[config.mk]
export PLATFORM = sky130hd
export DESIGN_NAME = cmp_edge_flags
export DESIGN_NICKNAME = d
export VERILOG_FILES = /design/src/rtl/cmp_edge_flags_pkg.sv /design/src/rtl/cef_sync.sv /design/src/rtl/cef_edge.sv /design/src/rtl/cef_flag.sv /design/src/rtl/cmp_edge_flags.sv
export SDC_FILE = /design/constraint.sdc
export NUM_CORES = 1
export LEC_CHECK = 0
export CORE_AREA = 8 8 45 47
export DETAILED_ROUTE_END_ITERATION = 8
export DIE_AREA = 0 0 53 55
export PLACE_DENSITY = 0.43
export SLEW_MARGIN = 10
export SYNTH_ARGS = -nofsm -noshare
export SYNTH_HDL_FRONTEND = slang
export SYNTH_SLANG_ARGS = --single-unit
[constraint.sdc]
create_clock -name clk -period 1.1 [get_ports clk]
set_input_delay 0.275 -clock clk [delete_from_list [all_inputs] [get_ports clk]]
set_output_delay 0.275 -clock clk [all_outputs]
set_load 0.01 [all_outputs]
[src/rtl/cmp_edge_flags_pkg.sv]
package cmp_edge_flags_pkg;
  typedef enum logic {EDGE_UP = 1'b0, EDGE_DOWN = 1'b1} edge_kind_e;
  localparam int unsigned NUM_KINDS = 2;
  localparam int unsigned DEF_SYNC = 2;
endpackage

[src/rtl/cef_sync.sv]
module cef_sync #(
  parameter int unsigned STAGES = 2
) (
  input  logic clk,
  input  logic rst_n,
  input  logic d_i,
  output logic q_o
);
  localparam int unsigned LAST = STAGES - 1;
  logic [LAST:0] chain_q;

  genvar g;
  generate
    for (g = 0; g < STAGES; g++) begin : g_stage
      if (g == 0) begin : g_first
        always_ff @(posedge clk or negedge rst_n)
          if (!rst_n) chain_q[0] <= 1'b0;
          else        chain_q[0] <= d_i;
      end else begin : g_next
        always_ff @(posedge clk or negedge rst_n)
          if (!rst_n) chain_q[g] <= 1'b0;
          else        chain_q[g] <= chain_q[g-1];
      end
    end
  endgenerate

  assign q_o = chain_q[LAST];
endmodule

[src/rtl/cef_edge.sv]
module cef_edge (
  input  logic clk,
  input  logic rst_n,
  input  logic sync_i,
  input  logic invert_i,
  output logic level_o,
  output logic up_o,
  output logic down_o
);
  logic prev_raw_q;
  logic prev_cond;

  // The previous sample is kept in raw polarity. Both sides of the
  // comparison therefore see the same invert value in the same cycle.
  always_ff @(posedge clk or negedge rst_n)
    if (!rst_n) prev_raw_q <= 1'b0;
    else        prev_raw_q <= sync_i;

  assign level_o   = sync_i ^ invert_i;
  assign prev_cond = prev_raw_q ^ invert_i;
  assign up_o      = level_o & ~prev_cond;
  assign down_o    = ~level_o & prev_cond;


  inv_no_edge_chk: assert property (@(posedge clk) disable iff (!rst_n)
    (!$stable(invert_i) && $stable(sync_i)) |-> (!up_o && !down_o));
endmodule

[src/rtl/cef_flag.sv]
module cef_flag (
  input  logic clk,
  input  logic rst_n,
  input  logic set_i,
  input  logic clr_i,
  output logic flag_o
);
  logic flag_q;

  always_ff @(posedge clk or negedge rst_n)
    if (!rst_n)     flag_q <= 1'b0;
    else if (set_i) flag_q <= 1'b1;
    else if (clr_i) flag_q <= 1'b0;

  assign flag_o = flag_q;


  set_wins_chk: assert property (@(posedge clk) disable iff (!rst_n)
    set_i |=> flag_o);

  sticky_hold_chk: assert property (@(posedge clk) disable iff (!rst_n)
    (flag_o && !clr_i) |=> flag_o);

  clear_drop_chk: assert property (@(posedge clk) disable iff (!rst_n)
    (clr_i && !set_i) |=> !flag_o);
endmodule

[src/rtl/cmp_edge_flags.sv]
module cmp_edge_flags
  import cmp_edge_flags_pkg::*;
#(
  parameter int unsigned SYNC_STAGES = DEF_SYNC
) (
  input  logic clk,
  input  logic rst_n,
  input  logic cmp_raw,
  input  logic invert,
  input  logic rise_ie,
  input  logic fall_ie,
  input  logic clr_rise,
  input  logic clr_fall,
  output logic out_level,
  output logic rise_flag,
  output logic fall_flag,
  output logic irq
);
  logic                 synced;
  logic                 ev_up, ev_down;
  logic [NUM_KINDS-1:0] ev_vec, clr_vec, flag_vec, ie_vec;
  logic                 irq_q;

  cef_sync #(.STAGES(SYNC_STAGES)) u_sync (
    .clk(clk), .rst_n(rst_n), .d_i(cmp_raw), .q_o(synced)
  );

  cef_edge u_edge (
    .clk(clk), .rst_n(rst_n), .sync_i(synced), .invert_i(invert),
    .level_o(out_level), .up_o(ev_up), .down_o(ev_down)
  );

  assign ev_vec[EDGE_UP]    = ev_up;
  assign ev_vec[EDGE_DOWN]  = ev_down;
  assign clr_vec[EDGE_UP]   = clr_rise;
  assign clr_vec[EDGE_DOWN] = clr_fall;
  assign ie_vec[EDGE_UP]    = rise_ie;
  assign ie_vec[EDGE_DOWN]  = fall_ie;

  genvar k;
  generate
    for (k = 0; k < NUM_KINDS; k++) begin : g_flag
      cef_flag u_flag (
        .clk(clk), .rst_n(rst_n), .set_i(ev_vec[k]),
        .clr_i(clr_vec[k]), .flag_o(flag_vec[k])
      );
    end
  endgenerate

  always_ff @(posedge clk or negedge rst_n)
    if (!rst_n) irq_q <= 1'b0;
    else        irq_q <= |(flag_vec & ie_vec);

  assign rise_flag = flag_vec[EDGE_UP];
  assign fall_flag = flag_vec[EDGE_DOWN];
  assign irq       = irq_q;


  irq_quiet_chk: assert property (@(posedge clk) disable iff (!rst_n)
    (!rise_flag && !fall_flag) |=> !irq);

  irq_masked_chk: assert property (@(posedge clk) disable iff (!rst_n)
    (!rise_ie && !fall_ie) |=> !irq);
endmodule

* After elaboration in Yosys (flattened, before gate mapping)
Index checks and enable logic that the tools add are counted.
** Word-level totals
- Register bits after elaboration :: 6
- Output and inout bits :: 4
- Logic and storage cells :: 20
- Input port bits :: 8
** Cells by class
- Reductions and logical operators :: 3
- Bitwise operators :: 7
- Muxes and demuxes :: 4
** Operators with widths (number)
- $mux 1 :: 4
- $reduce_bool 2->1 :: 2
- $and 1x1->1 :: 2
- $and 2x2->2 :: 1
- $not 1->1 :: 2
- $reduce_or 2->1 :: 1
- $xor 1x1->1 :: 2

* Longest topological paths before layout
- Word-level depth :: 4
- Gate-level depth with buffers :: 2
- Depth with buffers taken out :: 2

* Cells and area by module
A second synthesis with hierarchy kept.
** Second synthesis, totals
- Cell total of the unflattened synthesis :: 18
- Area total of the unflattened synthesis :: 229.0 µm²
** Modules (own cells, without submodules)
- cef_edge :: seq. area each 25.0 µm², area an instance 72.6 µm², times used 1, cells each 8
- cef_flag :: seq. area each 25.0 µm², area an instance 36.3 µm², times used 2, cells each 3
- cef_sync :: seq. area each 50.0 µm², area an instance 50.0 µm², times used 1, cells each 2
- cmp_edge_flags :: seq. area each 25.0 µm², area an instance 33.8 µm², times used 1, cells each 2

* Worst setup path before layout
No wires, ideal clock.
- Path type :: register to output
- Start :: register u_sync.chain_q[1], in the netlist u_sync.q_o
- End :: output port out_level
- Stages on the path, launching flop included :: 2
- Slack :: 0.205 ns
- Arrival time :: 0.620 ns
- Path buffers :: 0
- Cells stage by stage :: dfrtp_1 -> xor2_1
** Between the ends
- Word-level cells in the longest chain between the ends :: 1
** Ends and longest elaborated chain
- from (decl) :: RTL line cef_sync.sv:10 : logic [LAST:0] chain_q;
- from (signal, indexed assignment) :: RTL line cef_sync.sv:22 : else chain_q[g] <= chain_q[g-1];
- $xor 1x1->1 :: RTL line cef_edge.sv:19 : assign level_o = sync_i ^ invert_i;
- to (decl) :: RTL line cmp_edge_flags.sv:14 : output logic out_level,
No other way between the ends.

* Worst setup path in the final report
Same ends and word-level chain as after synthesis.

==> metrics.txt <==
# TYPE chip_impl_metric gauge
chip_impl_metric{name="grt_pass1_wl",unit="um"} 959
chip_impl_metric{name="cp.required",unit="ns"} 0.82
chip_impl_metric{name="synth.yosys.seq_area_share",unit="%"} 69.0
chip_impl_metric{name="final.setup_skew",unit="ns"} 0.00436
chip_impl_metric{name="max_slew.worst_pin.slew",unit="ns"} 0.268
chip_impl_metric{name="synth_compound_gate_area_share",unit="%"} 12.1
chip_impl_metric{name="syn_nets",unit=""} 24
chip_impl_metric{name="pre_cts_ws",unit="ns"} -0.662
chip_impl_metric{name="die_ar",unit="mm2"} 0.00292
chip_impl_info{name="synth.top_cells.by_count",value="sky130_fd_sc_hd__dfrtp_1 (6), sky130_fd_sc_hd__inv_1 (2), sky130_fd_sc_hd__nand2b_1 (2), sky130_fd_sc_hd__o221ai_1 (2)"} 1
chip_impl_metric{name="fin_crit_sh",unit="%"} 107
chip_impl_metric{name="nFillCells",unit=""} 150
chip_impl_metric{name="postCtsHoldBufs",unit=""} 0
chip_impl_metric{name="height_of_the_die",unit="um"} 55
chip_impl_metric{name="arrival",unit="ns"} 0.91
chip_impl_metric{name="layoutNonFillerInstCount",unit=""} 50
chip_impl_metric{name="gp_routability_congestion",unit=""} 0.656
chip_impl_info{name="cp-end-kind",value="output pin"} 1
chip_impl_metric{name="cts_post_setup_buffers_inserted",unit=""} 0
chip_impl_metric{name="drt.antenna.violating_nets",unit=""} 0
chip_impl_info{name="outcome",value="finished, violations left"} 1
chip_impl_metric{name="grt_util_all_layers",unit="%"} 4.99
chip_impl_metric{name="synth-simple-area-share",unit="%"} 11.5
chip_impl_metric{name="timing.final.setup_violations",unit=""} 1
chip_impl_metric{name="yosysUniqueCellTypes",unit=""} 8
chip_impl_metric{name="cp.buffers_inverters",unit=""} 1
chip_impl_metric{name="initial_core_util",unit="%"} 15.7
chip_impl_metric{name="slew-limit-headroom",unit="%"} 82.1
chip_impl_metric{name="sink_count_of_the_clock_tree",unit=""} 6
chip_impl_metric{name="area_growth",unit="%"} 74.1
chip_impl_metric{name="port-buffer-count",unit=""} 11
chip_impl_metric{name="grt_total_ovfl",unit=""} 0
chip_impl_metric{name="std_cell_rows",unit=""} 14
chip_impl_metric{name="hold_ws",unit="ns"} 0.267
chip_impl_metric{name="max_cap_viol_count",unit=""} 0
chip_impl_metric{name="wl",unit="um"} 594
chip_impl_metric{name="drv_slew",unit=""} 0
chip_impl_info{name="synthMostInstantiatedCell",value="sky130_fd_sc_hd__dfrtp_1"} 1
chip_impl_metric{name="share_of_cells_above_drive_strength_1",unit="%"} 32.4
chip_impl_metric{name="fmax",unit="GHz"} 0.846
chip_impl_metric{name="synth_top_cell_area_share",unit="%"} 69.0
chip_impl_metric{name="drt_pass1_iterations",unit=""} 1
chip_impl_metric{name="slowest_delay",unit="ns"} 0.38
chip_impl_metric{name="clk_path_buf_depth",unit=""} 2
chip_impl_metric{name="post_synth.cell_area_avg",unit="um2"} 13.6
chip_impl_metric{name="synthCells",unit=""} 16
chip_impl_metric{name="number_of_enable_flip_flop_cells_after_synthesis",unit=""} 0
chip_impl_metric{name="boundaryPins",unit=""} 12
chip_impl_metric{name="postSynthRegisterBits",unit=""} 6
chip_impl_metric{name="num-nets-final",unit=""} 44
chip_impl_metric{name="clock_tree.htree_level_count",unit=""} 1
chip_impl_info{name="synth_top_family_by_area",value="compound AO/OA/AOI/OAI gates"} 1
chip_impl_info{name="worstPathCellList",value="xor2_1 > buf_2"} 1
chip_impl_metric{name="dr_total_vias",unit=""} 191
chip_impl_metric{name="path_max_fanout",unit=""} 2
chip_impl_metric{name="post_synth_mux_area_share",unit="%"} 0
chip_impl_info{name="rr_endpoint",value="g_flag[1].u_flag.flag_o"} 1
chip_impl_metric{name="asyncSetResetFlopFracSynth",unit="%"} 100
chip_impl_info{name="critical_r2r_launch",value="u_sync.q_o"} 1
chip_impl_metric{name="chipWidth",unit="um"} 53
chip_impl_info{name="cpLargestDelayFamily",value="flip-flops"} 1
chip_impl_info{name="ctsRootBufferMaster",value="sky130_fd_sc_hd__clkbuf_4"} 1
chip_impl_metric{name="routed_via_density",unit=""} 3.82
chip_impl_metric{name="route.detailed.drc",unit=""} 0
chip_impl_metric{name="timing.final.hold_violations",unit=""} 0
chip_impl_metric{name="tritoncts.num_buffers",unit=""} 3
chip_impl_metric{name="synth_fa_ha_area_share",unit="%"} 0
chip_impl_metric{name="timing.final.crit_period",unit="ns"} 1.18
chip_impl_info{name="rsz0062_at_grt",value="true"} 1
chip_impl_metric{name="detail_route.iter0.violations",unit=""} 0
chip_impl_metric{name="initial_antenna_violation_count",unit=""} 0
chip_impl_metric{name="synth_xor_area_share",unit="%"} 4.02
chip_impl_metric{name="irDropWorstVdd",unit="uV"} 430
chip_impl_metric{name="wl_per_cell",unit="um"} 11.9
chip_impl_metric{name="r2r_slack",unit="ns"} 0.06
chip_impl_metric{name="place.detailed.instances",unit=""} 47
chip_impl_info{name="cts_tree",value="built"} 1
chip_impl_info{name="critical_path_class",value="flip-flop to output pin"} 1
chip_impl_info{name="violated_checks",value="negative setup slack"} 1
chip_impl_info{name="top_cells_by_area_synth",value="sky130_fd_sc_hd__dfrtp_1 (69%), sky130_fd_sc_hd__o221ai_1 (8.0%), sky130_fd_sc_hd__nand2b_1 (5.7%), sky130_fd_sc_hd__a22o_1 (4.0%), sky130_fd_sc_hd__or3b_1 (4.0%)"} 1
chip_impl_metric{name="power-per-cell-area",unit="mW/mm2"} 1450
chip_impl_metric{name="dp_hpwl",unit="um"} 475
chip_impl_info{name="hp-class",value="input pin to async pin"} 1
chip_impl_metric{name="power.static_leakage",unit="nW"} 0.182
chip_impl_info{name="slowest_stage_cell_crit_path",value="sky130_fd_sc_hd__dfrtp_1"} 1
chip_impl_metric{name="diodes",unit=""} 0
chip_impl_metric{name="r2r_cells",unit=""} 3
chip_impl_metric{name="syn-cell-area",unit="um2"} 218
chip_impl_metric{name="cts.reportedPaths.clkPinSlew",unit="ns"} 0.05
chip_impl_info{name="synth-main-ff-cell",value="sky130_fd_sc_hd__dfrtp_1"} 1
chip_impl_info{name="synth.largest_area_cell",value="sky130_fd_sc_hd__dfrtp_1"} 1
chip_impl_metric{name="fin_ws",unit="ns"} -0.0820
chip_impl_metric{name="grt_pass1_vias",unit=""} 219
chip_impl_info{name="start_kind",value="flip-flop"} 1
chip_impl_metric{name="ys_warn_count",unit=""} 0
chip_impl_metric{name="clk-insertion-delay-late",unit="ns"} 0.25
chip_impl_metric{name="final_core_util",unit="%"} 27.4
chip_impl_metric{name="core-area",unit="mm2"} 0.00138
chip_impl_metric{name="grt_max_degree",unit=""} 7
[layer usage]
metal  wire, um  up-vias  global-route usage, %
met5          0        -                      0
met4         21        0                   6.47
met3         99        2                   4.01
met2        225       13                   6.64
met1        247       83                   4.15
li1           -       93                      -
[worst reg2reg max path, cell delays in order (launching register included)]
cell and delay [ns]:
sky130_fd_sc_hd__dfrtp_1 0.38, sky130_fd_sc_hd__buf_4 0.15, sky130_fd_sc_hd__or3b_1 0.34, sky130_fd_sc_hd__o221ai_1 0.08
[metrics by stage]
stage	TNS (ns)	power (mW)	area (um2)
after detailed placement	-1.19	0.368	378
after CTS	-0.119	0.568	385
after global routing	-0.164	0.591	379
final	-0.0820	0.548	379
after floorplan	0	0.280	218
after global placement	-1.11	0.366	378
[logic make-up (layout without fill, tap and decap cells)]
| family | count (synthesis) | in the layout |
|---|---|---|
| AOI/OAI and AO/OA | 3 | 3 |
| xor gates and xnor gates | 1 | 1 |
| buffers and inverters | 2 | 20 |
| DFF | 6 | 6 |
| and+or+nand+nor | 4 | 4 |
[cell type report]
cell class                      instances  area (um2)  area share (%)
Sequential cell                         6         150            39.6
Clock buffer                            3        22.5            5.94
Multi-Input combinational cell          8        60.1            15.8
Inverter                                2        7.51            1.98
Timing Repair Buffer                   15         119            31.4
Tap cell                               16        20.0            5.28
[cells in the final DEF, fill, tap and decap left out]
cell type | Yosys | layout
sky130_fd_sc_hd__dlygate4sd2_1 | 0 | 1
sky130_fd_sc_hd__nand2b_1 | 2 | 2
sky130_fd_sc_hd__clkbuf_4 | 0 | 3
sky130_fd_sc_hd__o221ai_1 | 2 | 2
sky130_fd_sc_hd__or3b_1 | 1 | 1
sky130_fd_sc_hd__nand2_1 | 1 | 1
sky130_fd_sc_hd__dfrtp_1 | 6 | 6
sky130_fd_sc_hd__a22o_1 | 1 | 1
sky130_fd_sc_hd__buf_2 | 0 | 4
sky130_fd_sc_hd__clkdlybuf4s50_1 | 0 | 6
sky130_fd_sc_hd__buf_4 | 0 | 4
sky130_fd_sc_hd__inv_1 | 2 | 2
sky130_fd_sc_hd__xor2_1 | 1 | 1
[power breakdown]
group / total (mW) / switching [mW] / leakage [nW] / internal [mW]
Combinational: 0.0976 / 0.0392 / 0.0959 / 0.0583
Clock: 0.203 / 0.0798 / 0.0138 / 0.123
Sequential: 0.247 / 0.00762 / 0.0719 / 0.240
Total: 0.548 / 0.127 / 0.182 / 0.421
[sequential cells by signal, indices dropped and copies added (netlist names)]
signal	cells
g_flag.u_flag.flag_o	2
irq	1
u_edge.prev_raw_q	1
u_sync.chain_q	1
u_sync.q_o	1
[worst max-delay path by stage]
stage	start	to	depth (start not counted)
floorplan	u_sync.q_o	out_level	1
global placement	invert	out_level	3
detailed placement	invert	out_level	3
CTS	u_sync.q_o	out_level	2
global route	u_sync.q_o	out_level	2
finish	u_sync.q_o	out_level	2
[what timing repair did]
item	4_1_cts	5_1_grt
pin swaps	1	1
setup endpoints to repair	5	2
gates resized for setup	16	1
Note: power is estimated with default switching activity, not from simulation.
